### src/rtl/mrw_pkg.sv
package mrw_pkg;

  typedef enum logic [1:0] {
    ST_IDLE  = 2'd0,
    ST_WAIT  = 2'd1,
    ST_PEND  = 2'd2,
    ST_ABORT = 2'd3
  } mrw_state_e;

  // strobes from the sequencer to the counters
  typedef struct packed {
    logic tmrClr;
    logic tmrInc;
    logic frmClr;
    logic frmInc;
    logic flagSet;
  } mrw_strobes_t;

endpackage

### src/rtl/mrw_datapath.sv
module mrw_datapath
  import mrw_pkg::*;
#(
  parameter int TIMEOUT_TICKS = 5000,
  parameter int ABORT_FRAMES  = 2
) (
  input  logic         clk,
  input  logic         rstN,
  input  mrw_strobes_t stb,
  input  logic         flagClr,
  output logic         tmrLast,
  output logic         frmLast,
  output logic         abortFlag
);

  localparam int TMR_W = (TIMEOUT_TICKS > 2) ? $clog2(TIMEOUT_TICKS) : 1;
  localparam int FRM_W = (ABORT_FRAMES > 2) ? $clog2(ABORT_FRAMES) : 1;

  logic [TMR_W-1:0] tmrCount;
  logic [FRM_W-1:0] frmCount;

  // reply timer: counts ticks while the sequencer allows
  always_ff @(posedge clk) begin
    if (!rstN) begin
      tmrCount <= '0;
    end else if (stb.tmrClr) begin
      tmrCount <= '0;
    end else if (stb.tmrInc) begin
      tmrCount <= tmrCount + 1'b1;
    end
  end

  assign tmrLast = (tmrCount == TMR_W'(TIMEOUT_TICKS - 1));

  // frames already spent with MX forced high
  always_ff @(posedge clk) begin
    if (!rstN) begin
      frmCount <= '0;
    end else if (stb.frmClr) begin
      frmCount <= '0;
    end else if (stb.frmInc) begin
      frmCount <= frmCount + 1'b1;
    end
  end

  generate
    if (ABORT_FRAMES <= 1) begin : g_singleFrame
      assign frmLast = 1'b1;
    end else begin : g_multiFrame
      assign frmLast = (frmCount == FRM_W'(ABORT_FRAMES - 1));
    end
  endgenerate

  // sticky flag, set wins over clear
  always_ff @(posedge clk) begin
    if (!rstN) begin
      abortFlag <= 1'b0;
    end else if (stb.flagSet) begin
      abortFlag <= 1'b1;
    end else if (flagClr) begin
      abortFlag <= 1'b0;
    end
  end

endmodule

### src/rtl/mrw_ctrl.sv
module mrw_ctrl
  import mrw_pkg::*;
(
  input  logic         clk,
  input  logic         rstN,
  input  logic         cfgTimeoutEn,
  input  logic         frameStrobe,
  input  logic         usTick,
  input  logic         txWaiting,
  input  logic         rxAck,
  input  logic         tmrLast,
  input  logic         frmLast,
  output mrw_strobes_t stb,
  output mrw_state_e   state,
  output logic         mxForce,
  output logic         busy
);

  mrw_state_e stateNext;

  always_ff @(posedge clk) begin
    if (!rstN) begin
      state <= ST_IDLE;
    end else begin
      state <= stateNext;
    end
  end

  always_comb begin
    stateNext = state;
    stb       = '0;
    unique case (state)
      ST_IDLE: begin
        stb.tmrClr = 1'b1;
        stb.frmClr = 1'b1;
        if (cfgTimeoutEn && txWaiting && !rxAck) begin
          stateNext = ST_WAIT;
        end
      end
      ST_WAIT: begin
        if (!cfgTimeoutEn || rxAck || !txWaiting) begin
          stb.tmrClr = 1'b1;
          stateNext  = ST_IDLE;
        end else if (usTick) begin
          if (tmrLast) begin
            stb.tmrClr  = 1'b1;
            stb.flagSet = 1'b1;
            stateNext   = ST_PEND;
          end else begin
            stb.tmrInc = 1'b1;
          end
        end
      end
      ST_PEND: begin
        if (frameStrobe) begin
          stb.frmClr = 1'b1;
          stateNext  = ST_ABORT;
        end
      end
      ST_ABORT: begin
        if (frameStrobe) begin
          if (frmLast) begin
            stateNext = ST_IDLE;
          end else begin
            stb.frmInc = 1'b1;
          end
        end
      end
      default: stateNext = ST_IDLE;
    endcase
  end

  assign mxForce = (state == ST_ABORT);
  assign busy    = (state == ST_PEND) || (state == ST_ABORT);

endmodule

### src/rtl/mon_reply_watchdog.sv
module mon_reply_watchdog
  import mrw_pkg::*;
#(
  parameter int TIMEOUT_TICKS = 5000,
  parameter int ABORT_FRAMES  = 2
) (
  input  logic clk,
  input  logic rstN,
  input  logic cfgTimeoutEn,
  input  logic frameStrobe,
  input  logic usTick,
  input  logic txWaiting,
  input  logic rxAck,
  input  logic txMx,
  input  logic flagClr,
  output logic mxOut,
  output logic abortFlag,
  output logic abortBusy
);

  mrw_strobes_t ctrlStb;
  mrw_state_e   ctrlState;
  logic         tmrLast;
  logic         frmLast;
  logic         mxForce;

  mrw_ctrl u_ctrl (
    .clk          (clk),
    .rstN         (rstN),
    .cfgTimeoutEn (cfgTimeoutEn),
    .frameStrobe  (frameStrobe),
    .usTick       (usTick),
    .txWaiting    (txWaiting),
    .rxAck        (rxAck),
    .tmrLast      (tmrLast),
    .frmLast      (frmLast),
    .stb          (ctrlStb),
    .state        (ctrlState),
    .mxForce      (mxForce),
    .busy         (abortBusy)
  );

  mrw_datapath #(
    .TIMEOUT_TICKS (TIMEOUT_TICKS),
    .ABORT_FRAMES  (ABORT_FRAMES)
  ) u_dp (
    .clk       (clk),
    .rstN      (rstN),
    .stb       (ctrlStb),
    .flagClr   (flagClr),
    .tmrLast   (tmrLast),
    .frmLast   (frmLast),
    .abortFlag (abortFlag)
  );

  // override takes priority over the sender's MX
  assign mxOut = mxForce | txMx;

endmodule

### config.mk
export PLATFORM = sky130hd
export DESIGN_NAME = mon_reply_watchdog
export DESIGN_NICKNAME = d
export VERILOG_FILES = /design/src/rtl/mrw_pkg.sv /design/src/rtl/mrw_datapath.sv /design/src/rtl/mrw_ctrl.sv /design/src/rtl/mon_reply_watchdog.sv
export SDC_FILE = /design/constraint.sdc
export NUM_CORES = 1
export LEC_CHECK = 0
export BUFFER_PORTS_ARGS = -buffer_cell sky130_fd_sc_hd__buf_2
export CAP_MARGIN = 30
export CELL_PAD_IN_SITES_DETAIL_PLACEMENT = 0
export CELL_PAD_IN_SITES_GLOBAL_PLACEMENT = 1
export CORE_UTILIZATION = 37
export CTS_CLUSTER_DIAMETER = 80
export DETAILED_ROUTE_END_ITERATION = 16
export PLACE_DENSITY = 0.8
export SYNTH_ARGS = -nofsm -noshare
export SYNTH_HDL_FRONTEND = slang
export SYNTH_HIERARCHICAL = 1
export SYNTH_SLANG_ARGS = --single-unit
### constraint.sdc
create_clock -name clk -period 2 [get_ports clk]
set_input_delay 0.4 -clock clk [delete_from_list [all_inputs] [get_ports clk]]
set_output_delay 0.4 -clock clk [all_outputs]
set_load 0.005 [all_outputs]
# Word level (Yosys, flattened, before mapping)
# Cells that the tools add are included.
# totals
register_bits,17
input_bits,9
out_inout_bits,3
wordCells,56
# classes
add_sub_neg,2
n_eq_ne,10
muxes,25
bitwise,2
reduce_logical,13
# ops
cell,count
$mux 2,8
$mux 1,14
$add 13x1->13 const B,1
$eq 13x13->1 const B,1
$pmux 2 s4,1
$ne 3x2->1 const B,2
$reduce_and 6->1,1
$eq 2x2->1 const B,2
$ne 2x1->1 const B,2
$ne 2x2->1 const B,2
$pmux 1 s2,2
$reduce_or 2->1,2
$logic_not 1->1,3
$logic_or 1x1->1,3
$eq 2x1->1 const B,1
$logic_and 1x1->1,2
$logic_not 2->1,1
$reduce_bool 2->1,1
$add 1x1->1 const B,1
$not 1->1,1
$or 1x1->1,1

# Longest topological paths before layout
# logic_depth
ltp_word,6
ltp_mapped,8
mapped_depth_nobuf,8

# Cells and area by module
# The synthesis kept the hierarchy.
# modules_own_cells
module,n_inst,cells_each,area_per_inst_um2,seq_area_each_um2
mrw_datapath,1,80,733.2,300.3
mrw_ctrl,1,24,165.2,40.0
mon_reply_watchdog,1,1,6.3,0.0

# Worst setup path after synthesis
# Ideal clock, no wire load.
# synth_timing
path_type,register to register
start,register u_dp.tmrCount[3]
end,register u_dp.tmrCount[7]
setup_ns,0.071
arrival_ns,1.887
required_time_ns,1.929
path_slack_ns,0.042
path_stages_with_launch,9
path_buffers,1
synth_period_minus_slack_ns,1.958
cell_sequence,dfxtp_1 > and4bb_2 > nand4_1 > nor2_1 > nor3_2 > buf_4 > nand3_1 > or4_1 > a21oi_1
# synth_rtl
item,line,rtl
start: declaration,mrw_datapath.sv:19,logic [TMR_W-1:0] tmrCount;
start signal: assignment,mrw_datapath.sv:29,tmrCount <= tmrCount + 1'b1;

==> impl_summary.log <==
[metrics] I/O pin count: 12
[metrics] critical path data arrival time: 2.13 ns
[metrics] power after layout: 0.550 mW
[metrics] Max stage delay on crit path: 0.47 ns
[metrics] syn nets: 115
[metrics] remaining global-route overflow: 0
[metrics] cell at the root of the clock tree: clkbuf_4
[metrics] top cells by area, synth: dfxtp_1 (38%), mux2i_1 (4.4%), nand4_1 (4.1%)
[metrics] Routed WL per cell: 12.4 um
[metrics] die width: 51.4 um
[metrics] logic gate share of total power: 3.9%
[metrics] area added between synthesis and finish: 30.7%
[metrics] number of iterations in the first detailed-routing pass: 4
[metrics] # setup viols final: 0
[metrics] Cell variety after synth: 37
[metrics] critical path launch point type: flip-flop
[metrics] total area of multi-input combinational cells: 564 sq um
[metrics] sequential group share of total power: 61.8%
[metrics] post-layout util: 52.4%
[metrics] crit-path cells: and4bb_2 -> nand4_1 -> nor2_2 -> nor3_4 -> buf_4 -> nand2_1 -> or3_2 -> a21oi_2
[metrics] Die Footprint: 2650 sq um
[metrics] count of vias placed by the detailed router: 886
[metrics] Slew @ Worst Pin: 0.376 ns
[metrics] Core Rows: 17
[metrics] total global routing track utilization: 17.7%
[metrics] peak ir drop on the vdd network: 0.229 mV
[metrics] Antenna Cells: 0
[metrics] register area share after synthesis: 37.6%
[metrics] area of the placeable core: 2250 sq um
[metrics] Static Leakage: 0.425 nW
[metrics] top layer used by detailed routing: met3
[metrics] power spent charging and discharging nets: 0.123 mW
[metrics] fill cell total of the finished layout: 240
[metrics] maximum number of pins on one net before global-route repair: 11
[metrics] global-route wire length before repair: 3.52 mm
[metrics] fraction of the mapped netlist area in compound gates: 11.8%
[metrics] vertical extent of the die: 51.4 um
[metrics] dpl cells: 157
[metrics] Period minus WS final: 1.89 ns
[metrics] class of the most critical hold timing path: in2reg
[metrics] routed vias/inst: 5.44
[metrics] First DRT Iteration DRCs: 25
[metrics] Mean Syn Cell Area: 8.62 sq um
[metrics] Crit Path Max Fanout: 5
[metrics] Sinks on Clock Net: 17
[metrics] type of the worst setup path: reg2reg
[metrics] number of buffers created by CTS: 3
[metrics] area of all sequential standard cells: 343 sq um
[metrics] maximum clock path buffer count: 2
[metrics] WP buf/inv: 1
[metrics] combinational family with the most area after synthesis: simple AND/OR/NAND/NOR gates
[metrics] area fraction in and, or, nand and nor cells after synthesis: 37.1%
[metrics] sum of net half-perimeters after detailed placement: 1.51 mm
[metrics] Port Buf Inserts: 11
[metrics] GP Congestion: 0.873
[metrics] layout net count: 146
[metrics] TritonCTS clock tree: built
[metrics] largest clock skew in the final design: 0.00516 ns
[metrics] Max-slew headroom: 74.9%
[metrics] cell area reported after detailed placement: 1110 sq um
[metrics] number of global-route vias before repair: 839
[metrics] Initial Util: 40.1%
[metrics] endpoint type of the worst setup path: flip-flop
[metrics] portion of netlist area occupied by mux cells: 4.43%
[metrics] fraction of layout instances using a drive strength above 1: 34.1%
[metrics] Worst Path Required: 2.24 ns
[metrics] detailed route wirelength on metal3: 56 um
[metrics] post-synthesis adder-cell area fraction: 1.38%
[metrics] DRC violation count after routing: 0
[metrics] flop and latch count out of synthesis: 17
[metrics] clock transition at the registers of the reported paths: 0.11 ns
[metrics] final worst path period share: 94.6%
[metrics] Internal Power: 0.427 mW
[metrics] latest clock arrival within the worst-skew pair: 0.29 ns
[metrics] fraction of synthesized cell area taken by the top area cell type: 37.6%
[metrics] xor and xnor fraction of the mapped netlist area: 4.84%
[metrics] Max Cap Violations: 0
[metrics] Clk network pwr share: 34.3%
[metrics] WL met2: 1.04 mm
[metrics] final number of hold-violating endpoints: 0
[metrics] number of antenna violations at the first check in global routing: 0
[metrics] detailed-routing wirelength on met1: 921 um
[metrics] Post-Layout Inst Area: 1180 sq um
[metrics] Clock H-tree levels: 1
[metrics] timing-limited maximum frequency: 528 MHz
[metrics] gate count after technology mapping: 105
[metrics] number of nets with antenna violations after routing: 0
[metrics] status: completed
[metrics] biggest area consumer among synthesized cells: dfxtp_1
[metrics] Warnings, synthesis: 6
[metrics] fraction of power spent switching nets: 22.3%
[metrics] library cell contributing the largest single delay on the critical path: or3_2
[metrics] Power Density: 465 nW/um^2
[metrics] overall routed net length: 2.02 mm
[metrics] fin cells: 163
[metrics] Top Family by Delay on Critical Path: simple AND/OR/NAND/NOR gates
[metrics] count of pins over their slew limit: 0
[metrics] post-synthesis instance area: 905 sq um
==> final timing paths <==
path	startpoint	end	slack (ns)	depth (start not counted)
setup / recovery	u_dp/tmrCount[3]$_SDFFE_PP0P_	u_dp/tmrCount[6]$_SDFFE_PP0P_	0.11	8
hold / removal	rstN	u_dp/abortFlag$_SDFFE_PN0P_	0.39	2
setup reg to reg	u_dp/tmrCount[3]$_SDFFE_PP0P_	u_dp/tmrCount[6]$_SDFFE_PP0P_	0.11	8
hold reg to reg	u_dp/tmrCount[11]$_SDFFE_PP0P_	u_dp/tmrCount[11]$_SDFFE_PP0P_	0.47	2
==> through the flow <==
| stage | hold slack [ns] | setup WS [ns] | setup TNS, ns |
|---|---|---|---|
| floorplan | 0.438 | 0.0424 | 0 |
| global placement | 0.459 | -0.0615 | -0.179 |
| detailed placement | 0.466 | -0.116 | -0.357 |
| CTS | 0.381 | 0.00278 | 0 |
| global route | 0.387 | -0.00142 | -0.00205 |
| finish | 0.391 | 0.107 | 0 |
==> synth_stat cells <==
cell       number
a21boi_0        1
a31oi_1         1
and4bb_2        1
o31ai_1         3
or4_1           3
and4_2          1
o21ai_0         3
nor2b_1         2
nand2b_1        3
clkbuf_1        2
nand3_1         7
a21oi_1         7
ha_1            1
nand4_4         1
o211ai_1        1
xnor2_1         2
o21ai_1         1
or3_2           1
and4_1          1
xor2_1          3
or3_1           1
mux2i_1         4
buf_4           1
and2_2          1
inv_1           3
nor2_1          9
or2_1           1
nor4_1          1
nand4bb_1       1
or3_4           1
o21a_1          1
nor3_2          1
dfxtp_1        17
nand2_1         9
nand3b_1        1
nand4_1         6
nor3b_1         2
==> placed cells by master (no fill, tap or decap), drive strengths merged, types with 3 or more instances in the layout <==
cell / instances
nand2: 9
clkbuf: 4
dfxtp: 17
nand3: 7
nand4: 7
nand2b: 3
a21oi: 7
or4: 3
nor2: 9
o31ai: 3
o21ai: 4
buf: 29
or3: 3
inv: 3
mux2i: 4
xor2: 3
==> what timing repair did <==
action	4_1_cts	5_1_grt
resized for setup	0	8
setup endpoints to repair	1	6
pin swaps	1	8
buffers inserted	0	2
hold buffers	0	0
==> power by group through the flow <==
stage	Sequential [mW]	Combinational, mW	Clock (mW)
2_1_floorplan	0.347	0.00673	0
3_3_place_gp	0.348	0.0198	0
3_5_place_dp	0.348	0.0209	0
4_1_cts	0.340	0.0210	0.197
5_1_grt	0.340	0.0233	0.216
6_report	0.340	0.0217	0.188
==> state kept, by name, summed over array words and instances (netlist names), named ones only <==
name / cells
u_ctrl/state: 1
u_dp/tmrCount: 13
u_dp/frmLast: 1
u_dp/abortFlag: 1
==> metal layers <==
| metal | GRT usage (%) | vias to the layer above |
|---|---|---|
| met2 | 31.0 | 18 |
| met5 | 0 | - |
| met3 | 2.68 | 0 |
| met1 | 21.4 | 422 |
| li1 | - | 446 |
| met4 | 6.76 | 0 |
==> layout make-up <==
cell class,count,area share [%]
well taps,28,2.96
clock buffers,4,2.22
inverters,3,0.952
multi-input cells,82,47.7
flip-flops and latches,17,29.0
repair buffers,29,17.1
==> worst register-to-register path: stages (launching register included) <==
cell	delay, ns
dfxtp_2	0.35
and4bb_2	0.23
nand4_1	0.11
nor2_2	0.07
nor3_4	0.25
buf_4	0.17
nand2_1	0.07
or3_2	0.47
a21oi_2	0.12
==> kinds of logic after synthesis <==
| family | after synthesis |
|---|---|
| adders and majority gates | 1 |
| DFF | 17 |
| xor gates and xnor gates | 5 |
| muxes | 4 |
| AOI/OAI and AO/OA | 18 |
| buffers and inverters | 6 |
| and+or+nand+nor | 54 |
(Power assumes the default switching activity.)
